`src/rtl/merged_sel_pkg.sv`:
```
package merged_sel_pkg;
  localparam int CNT_W = 8;

  function automatic int width_of(input int n);
    return (n > 1) ? $clog2(n) : 1;
  endfunction
endpackage

```
`src/rtl/msel_mask.sv`:
```
module msel_mask #(
  parameter int NPROC      = 4,
  parameter int MAX_STATES = 7,
  parameter logic [NPROC*merged_sel_pkg::CNT_W-1:0] STATE_COUNTS = '0
) (
  input  logic [NPROC*MAX_STATES-1:0] req_in,
  output logic [NPROC*MAX_STATES-1:0] req_out
);
  import merged_sel_pkg::*;

  for (genvar p = 0; p < NPROC; p++) begin : g_proc
    for (genvar s = 0; s < MAX_STATES; s++) begin : g_state
      localparam bit InList = (s < int'(STATE_COUNTS[p*CNT_W +: CNT_W]));
      if (InList) begin : g_keep
        assign req_out[p*MAX_STATES+s] = req_in[p*MAX_STATES+s];
      end else begin : g_drop
        assign req_out[p*MAX_STATES+s] = 1'b0;
      end
    end
  end
endmodule

```
`src/rtl/msel_rank_pick.sv`:
```
module msel_rank_pick #(
  parameter int NPROC = 4,
  parameter int PW    = 2
) (
  input  logic [NPROC-1:0] row,
  output logic             hit,
  output logic [PW-1:0]    pidx
);
  always_comb begin
    hit  = 1'b0;
    pidx = '0;
    for (int p = NPROC - 1; p >= 0; p--) begin
      if (row[p]) begin
        hit  = 1'b1;
        pidx = PW'(p);
      end
    end
  end
endmodule

```
`src/rtl/msel_out_reg.sv`:
```
module msel_out_reg #(
  parameter int NPROC = 4,
  parameter int PW    = 2,
  parameter int SW    = 3
) (
  input  logic             clk,
  input  logic             rst_n,
  input  logic             any_d,
  input  logic [PW-1:0]    proc_d,
  input  logic [SW-1:0]    state_d,
  output logic             sel_valid,
  output logic [PW-1:0]    sel_proc,
  output logic [SW-1:0]    sel_state,
  output logic [NPROC-1:0] grant
);
  logic             valid_nx;
  logic [PW-1:0]    proc_nx;
  logic [SW-1:0]    state_nx;
  logic [NPROC-1:0] grant_nx;

  always_comb begin
    valid_nx = any_d;
    proc_nx  = any_d ? proc_d  : '0;
    state_nx = any_d ? state_d : '0;
    grant_nx = any_d ? (NPROC'(1) << proc_d) : '0;
  end

  always_ff @(posedge clk or negedge rst_n) begin
    if (!rst_n) begin
      sel_valid <= 1'b0;
      sel_proc  <= '0;
      sel_state <= '0;
      grant     <= '0;
    end else begin
      sel_valid <= valid_nx;
      sel_proc  <= proc_nx;
      sel_state <= state_nx;
      grant     <= grant_nx;
    end
  end
endmodule

```
`src/rtl/merged_state_sel.sv`:
```
module merged_state_sel #(
  parameter int NPROC      = 4,
  parameter int MAX_STATES = 7,
  parameter logic [NPROC*merged_sel_pkg::CNT_W-1:0] STATE_COUNTS =
    {8'd6, 8'd4, 8'd3, 8'd7},
  localparam int PW = merged_sel_pkg::width_of(NPROC),
  localparam int SW = merged_sel_pkg::width_of(MAX_STATES),
  localparam int RW = NPROC * MAX_STATES
) (
  input  logic             clk,
  input  logic             rst_n,
  input  logic [RW-1:0]    req,
  output logic             sel_valid,
  output logic [PW-1:0]    sel_proc,
  output logic [SW-1:0]    sel_state,
  output logic [NPROC-1:0] grant
);
  logic [RW-1:0]         req_m;
  logic [MAX_STATES-1:0] rank_hit;
  logic [PW-1:0]         rank_pidx [MAX_STATES];
  logic                  any_d;
  logic [PW-1:0]         win_p;
  logic [SW-1:0]         win_s;

  msel_mask #(
    .NPROC(NPROC), .MAX_STATES(MAX_STATES), .STATE_COUNTS(STATE_COUNTS)
  ) u_mask (
    .req_in(req), .req_out(req_m)
  );

  for (genvar r = 0; r < MAX_STATES; r++) begin : g_rank
    logic [NPROC-1:0] row;
    for (genvar p = 0; p < NPROC; p++) begin : g_col
      assign row[p] = req_m[p*MAX_STATES + r];
    end
    msel_rank_pick #(.NPROC(NPROC), .PW(PW)) u_pick (
      .row(row), .hit(rank_hit[r]), .pidx(rank_pidx[r])
    );
  end

  always_comb begin
    any_d = 1'b0;
    win_p = '0;
    win_s = '0;
    for (int r = MAX_STATES - 1; r >= 0; r--) begin
      if (rank_hit[r]) begin
        any_d = 1'b1;
        win_p = rank_pidx[r];
        win_s = SW'(r);
      end
    end
  end

  msel_out_reg #(.NPROC(NPROC), .PW(PW), .SW(SW)) u_out (
    .clk(clk), .rst_n(rst_n), .any_d(any_d), .proc_d(win_p),
    .state_d(win_s), .sel_valid(sel_valid), .sel_proc(sel_proc),
    .sel_state(sel_state), .grant(grant)
  );
endmodule

```
`config.mk`:
```
export PLATFORM = sky130hd
export DESIGN_NAME = merged_state_sel
export DESIGN_NICKNAME = d
export VERILOG_FILES = /design/src/rtl/merged_sel_pkg.sv /design/src/rtl/msel_mask.sv /design/src/rtl/msel_rank_pick.sv /design/src/rtl/msel_out_reg.sv /design/src/rtl/merged_state_sel.sv
export SDC_FILE = /design/constraint.sdc
export NUM_CORES = 1
export LEC_CHECK = 0
export ABC_AREA = 1
export BUFFER_PORTS_ARGS = -buffer_cell sky130_fd_sc_hd__buf_2
export CAP_MARGIN = 30
export CORE_ASPECT_RATIO = 0.9
export CORE_MARGIN = 3
export CORE_UTILIZATION = 39
export CTS_CLUSTER_SIZE = 28
export DETAILED_ROUTE_END_ITERATION = 8
export GPL_TIMING_DRIVEN = 1
export PLACE_DENSITY = 0.66
export SKIP_LAST_GASP = 1
export SYNTH_ARGS = -nofsm -noshare
export SYNTH_HDL_FRONTEND = slang
export SYNTH_HIERARCHICAL = 1
export SYNTH_SLANG_ARGS = --single-unit
```
`constraint.sdc`:
```
create_clock -name clk -period 0.8 [get_ports clk]
set_input_delay 0.08 -clock clk [delete_from_list [all_inputs] [get_ports clk]]
set_output_delay 0.08 -clock clk [all_outputs]
set_load 0.01 [all_outputs]
```
=== Yosys cells after proc, flatten, opt, wreduce, memory -nomap -nowiden ===
Index checks and enable logic that the tools add are counted.

* Output and inout port bits: 10
* Word-level logic and storage cells: 67
* Register bits: 10

* Shift operators: 1
* Mux-type cells: 62

{| class="wikitable"
|+ Operator list
! kind !! count
|-
| 2-bit two-way mux || 26
|-
| 1-bit two-way mux || 27
|-
| 3-bit two-way mux || 8
|-
| 4-bit two-way mux || 1
|-
| 1-bit by 2-bit << shifter with 4-bit output, first input constant || 1
|}

=== Logic depth before layout (Yosys ltp) ===
* Depth in word-level cells: 10
* Gate-level depth with buffers: 13
* Depth with buffers taken out: 12

=== By module ===
Netlist, hierarchy kept.

{| class="wikitable"
|+ Modules (own cells, without submodules)
! module !! cells each !! times used !! area an instance (µm²) !! sequential area each (µm²)
|-
| msel_out_reg || 26 || 1 || 310.3 || 250.2
|-
| msel_rank_pick || 8 || 7 || 36.3 || 0.0
|-
| msel_mask || 29 || 1 || 214.0 || 0.0
|-
| merged_state_sel || 43 || 1 || 188.9 || 0.0
|}

=== Least setup slack after synthesis ===
No wires, ideal clock.

* Path kind: input port to flip-flop
* Start: in req[26]
* End: reg u_out.grant[1]
* Stages on the path: 7
* Arrival time: 1,069 ps
* Setup time: 118 ps
* Path slack: -387 ps
* Data required time: 682 ps
* Buffers on the path: 1
* Path through: buf_4 > nor2_1 > nand2_1 > nor3_1 > nand4_1 > nand2_1 > nor2_1

* Elaborated cells on any way between the ends: 18
* Those cells by class: 1 x shift; 17 x mux

{| class="wikitable"
|+ RTL lines
! item !! line !! source
|-
| start, declared || merged_state_sel.sv:12 || <nowiki>input logic [RW-1:0] req,</nowiki>
|-
| 1-bit two-way mux (2 in a row) || msel_rank_pick.sv:13 || <nowiki>if (row[p]) begin</nowiki>
|-
| via rank_hit[5] || merged_state_sel.sv:19 || <nowiki>logic [MAX_STATES-1:0] rank_hit;</nowiki>
|-
| 1-bit two-way mux (6 in a row) || merged_state_sel.sv:46 || <nowiki>if (rank_hit[r]) begin</nowiki>
|-
| via any_d || merged_state_sel.sv:21 || <nowiki>logic any_d;</nowiki>
|-
| 4-bit two-way mux || msel_out_reg.sv:25 || <nowiki>grant_nx = any_d ? (NPROC'(1) << proc_d) : '0;</nowiki>
|-
| via u_out.grant_nx[1] || msel_out_reg.sv:19 || <nowiki>logic [NPROC-1:0] grant_nx;</nowiki>
|-
| end signal, assigned || msel_out_reg.sv:38 || <nowiki>grant <= grant_nx;</nowiki>
|-
| end, declared || msel_out_reg.sv:14 || <nowiki>output logic [NPROC-1:0] grant</nowiki>
|}

The timed path passes the listed nets, and every way through them passes these cells.

=== Worst setup path after layout ===
* Start: in req[5]
* End: reg u_out.grant[1]

* Elaborated cells on any way between the ends: 16
* Those cells by class: 1 x shift; 15 x mux

{| class="wikitable"
|+ RTL lines
! item !! line
|-
| 1-bit two-way mux || msel_rank_pick.sv:13
|-
| via rank_hit[5] || merged_state_sel.sv:19
|-
| 1-bit two-way mux (6 in a row) || merged_state_sel.sv:46
|-
| via any_d || merged_state_sel.sv:21
|-
| 4-bit two-way mux || msel_out_reg.sv:25
|-
| via u_out.grant_nx[1] || msel_out_reg.sv:19
|}

The timed path passes the listed nets, and every way through them passes these cells.

==> results.yml <==
run_status:
  status: "complete, but fails checks"
  violations: "setup timing"
layout:
  n_fill_cell: 213
  final_util_pct: 60.2
  final-seq-area_um2: 250
  syn2layout_area_growth_pct: 40.9
  num_antenna_cells: 0
  drive_gt1_share_pct: 49.2
  fin_nets: 223
  multi_input_area_um2: 582
  design_area_um2: 1360
synthesis:
  netlist_area_um2: 967
  avgSynthCellArea_um2: 6.28
  synth-seq-cells: 10
  synth_seq_area_share_pct: 25.9
  synth_top_cell_area_share_pct: 25.9
  ys_types: 15
  synthCells: 154
  ys_warn_count: 6
  synth_area_leaders: "dfrtp_1, buf_4, nand2_1, nor2_1, inv_1"
  yosysTopAreaCell: "dfrtp_1"
routing:
  dr.pass1.iters: 4
  dr_total_vias: 969
  ant_nets: 0
  wl_um: 2150
  drc: 0
  viasPerCell: 4.44
  wire_per_inst_um: 9.84
  initialDrtViolationCount: 18
sta:
  tns_ns: -1.54
  rsz0062_at_grt: "yes"
  fin_crit_sh_pct: 119
  final_hold_viol_count: 0
  whs_ns: 0.204
  slew_viol_final: 0
  worst_slack_ns: -0.152
  fin_crit_ns: 0.952
  fmax_ghz: 1.05
  setup_violations: 20
worst_setup_path:
  end_kind: "register"
  worstSetupPathType: "primary input to register"
  crit_slowest_cell: "nand4_1"
  critPathRequiredTime_ns: 0.94
  crit_fanout: 7
  crit_start: "req[5]"
  critical_path.max_stage_delay_ns: 0.28
  worstPathCellList: "buf_8, nor2_4, nand2_4, nor3_4, nand4_1, nand2_2, nor2_1"
  start_kind: "primary input"
  cp.arrival_ns: 1.10
global_routing:
  grt_overflow: 0
  antenna_found_initial: 0
  grt_max_degree: 11
  grt_usage_pct: 14.1
  grt_pass1_wl_um: 3420
  grt_pass1_vias: 943
placed_design:
  io_buffer_count: 31
  place_congestion: 0.811
  place_area_um2: 1140
  dp_hpwl_um: 1600
  dp_slack_ns: -0.475
clocking:
  cts_sinks: 10
  root_buffer: "clkbuf_4"
  cts_htree_levels: 1
  cts_tree: "yes"
  clkTransAtPathRegs_ns: 0.06
  clock_path_buffers: 2
  cts-buffers-inserted: 3
die:
  die_h_um: 53.2
  design.die.area_um2: 3110
  start_util_pct: 42.8
  ios: 40
  die_w_um: 58.5
  coreArea_um2: 2260
  placementRows: 16
power_and_ir_drop:
  p_int_mw: 0.900
  swShare_pct: 29.3
  p_per_area_nw_per_um2: 934
  p_clk_share_pct: 24.4
  p_switching_mw: 0.373
  seq_power_share_pct: 41.8
  leakage_nw: 0.742
  peakVddDrop_v: 0.000707
  combPwrFrac_pct: 33.8
hold_path:
  hold_class: "primary input to async pin"
job:
  cap_viol_max_count: 0
-- per-stage QoR --
step | power [mW] | cells
4_1_cts | 1.24 | 215
3_5_place_dp | 0.883 | 208
5_1_grt | 1.36 | 218
6_report | 1.27 | 218
2_1_floorplan | 0.832 | 161
3_3_place_gp | 0.868 | 208
-- power by group through the flow --
| stage | sequential, mW | combinational [mW] | clock, mW |
|---|---|---|---|
| after floorplan | 0.555 | 0.277 | 0 |
| after global placement | 0.540 | 0.328 | 0 |
| after detailed placement | 0.541 | 0.342 | 0 |
| after CTS | 0.532 | 0.383 | 0.330 |
| after global routing | 0.534 | 0.478 | 0.348 |
| final | 0.532 | 0.430 | 0.311 |
-- flip-flops by register name, summed over array words and instances, names as in the netlist --
register,count
u_out/sel_state,3
u_out/sel_valid,1
u_out/sel_proc,2
u_out/grant,4
-- Yosys cell counts --
cell	instances
nand4_1	1
conb_1	1
nand2_1	30
nand3_1	6
inv_1	25
or2_0	1
inv_2	1
dfrtp_1	10
buf_4	28
a21oi_2	7
a21oi_1	8
nor4_1	1
o21ai_0	1
nor2_1	26
nor3_1	8
-- area by class of cell --
type | count | area share [%]
Multi-Input combinational cell | 97 | 42.7
Sequential cell | 10 | 18.4
Timing Repair Buffer | 55 | 27.6
Clock buffer | 3 | 1.65
Inverter | 26 | 7.16
Tap cell | 27 | 2.48
-- critical path, delay by kind of cell --
kind                   cells  cell delay, ns
buffers and inverters      1            0.10
and+or+nand+nor            6            0.90
-- layout by cell type, fill, tap and decap left out --
cell | Yosys | layout
buf_2 | 0 | 26
buf_4 | 28 | 23
inv_1 | 25 | 22
nand2_1 | 30 | 20
nor2_1 | 26 | 14
dfrtp_1 | 10 | 10
nor2_4 | 0 | 9
a21oi_2 | 7 | 8
conb_1 | 1 | 8
a21oi_1 | 8 | 7
nor3_1 | 8 | 7
nand2_2 | 0 | 6
nand3_1 | 6 | 5
inv_2 | 1 | 4
nand2_4 | 0 | 4
nor2_2 | 0 | 3
clkbuf_4 | 0 | 3
buf_6 | 0 | 3
buf_8 | 0 | 2
or2_0 | 1 | 1
o21ai_0 | 1 | 1
nor3_4 | 0 | 1
nand4_1 | 1 | 1
nand3_2 | 0 | 1
nor4_2 | 0 | 1
dlygate4sd3_1 | 0 | 1
-- layer usage --
| layer | part of all wire [%] | up-vias | global-route usage [%] |
|---|---|---|---|
| met1 | 40 | 427 | 14.8 |
| met3 | 5.8 | 3 | 2.44 |
| met5 | 0 | - | 0 |
| met2 | 54 | 28 | 27.0 |
| li1 | - | 511 | - |
| met4 | 0.98 | 0 | 6.56 |
-- final timing paths --
| check | endpoint | slack [ns] | depth (start not counted) |
|---|---|---|---|
| max in group asynchronous | u_out/grant[0] | 0.41 | 2 |
| setup / recovery | u_out/grant[1] | -0.15 | 7 |
| min in group clk | u_out/grant[1] | 0.31 | 6 |
| hold / removal | u_out/grant[2] | 0.20 | 2 |
-- what timing repair did --
item | 4_1_cts | 5_1_grt
buffers inserted | 3 | 3
pin swaps | 20 | 10
endpoints found under the hold margin | 10 | 0
hold buffers | 1 | 0
setup endpoints to repair | 20 | 20
gates resized for setup | 17 | 24
-- cell families after synthesis --
family                 share of synthesized area [%]
AND/OR/NAND/NOR                                 30.9
buffers and inverters                           31.8
AO/OA/AOI/OAI                                   11.0
other                                          0.388
flip-flops                                      25.9
(Power assumes the default switching activity.)
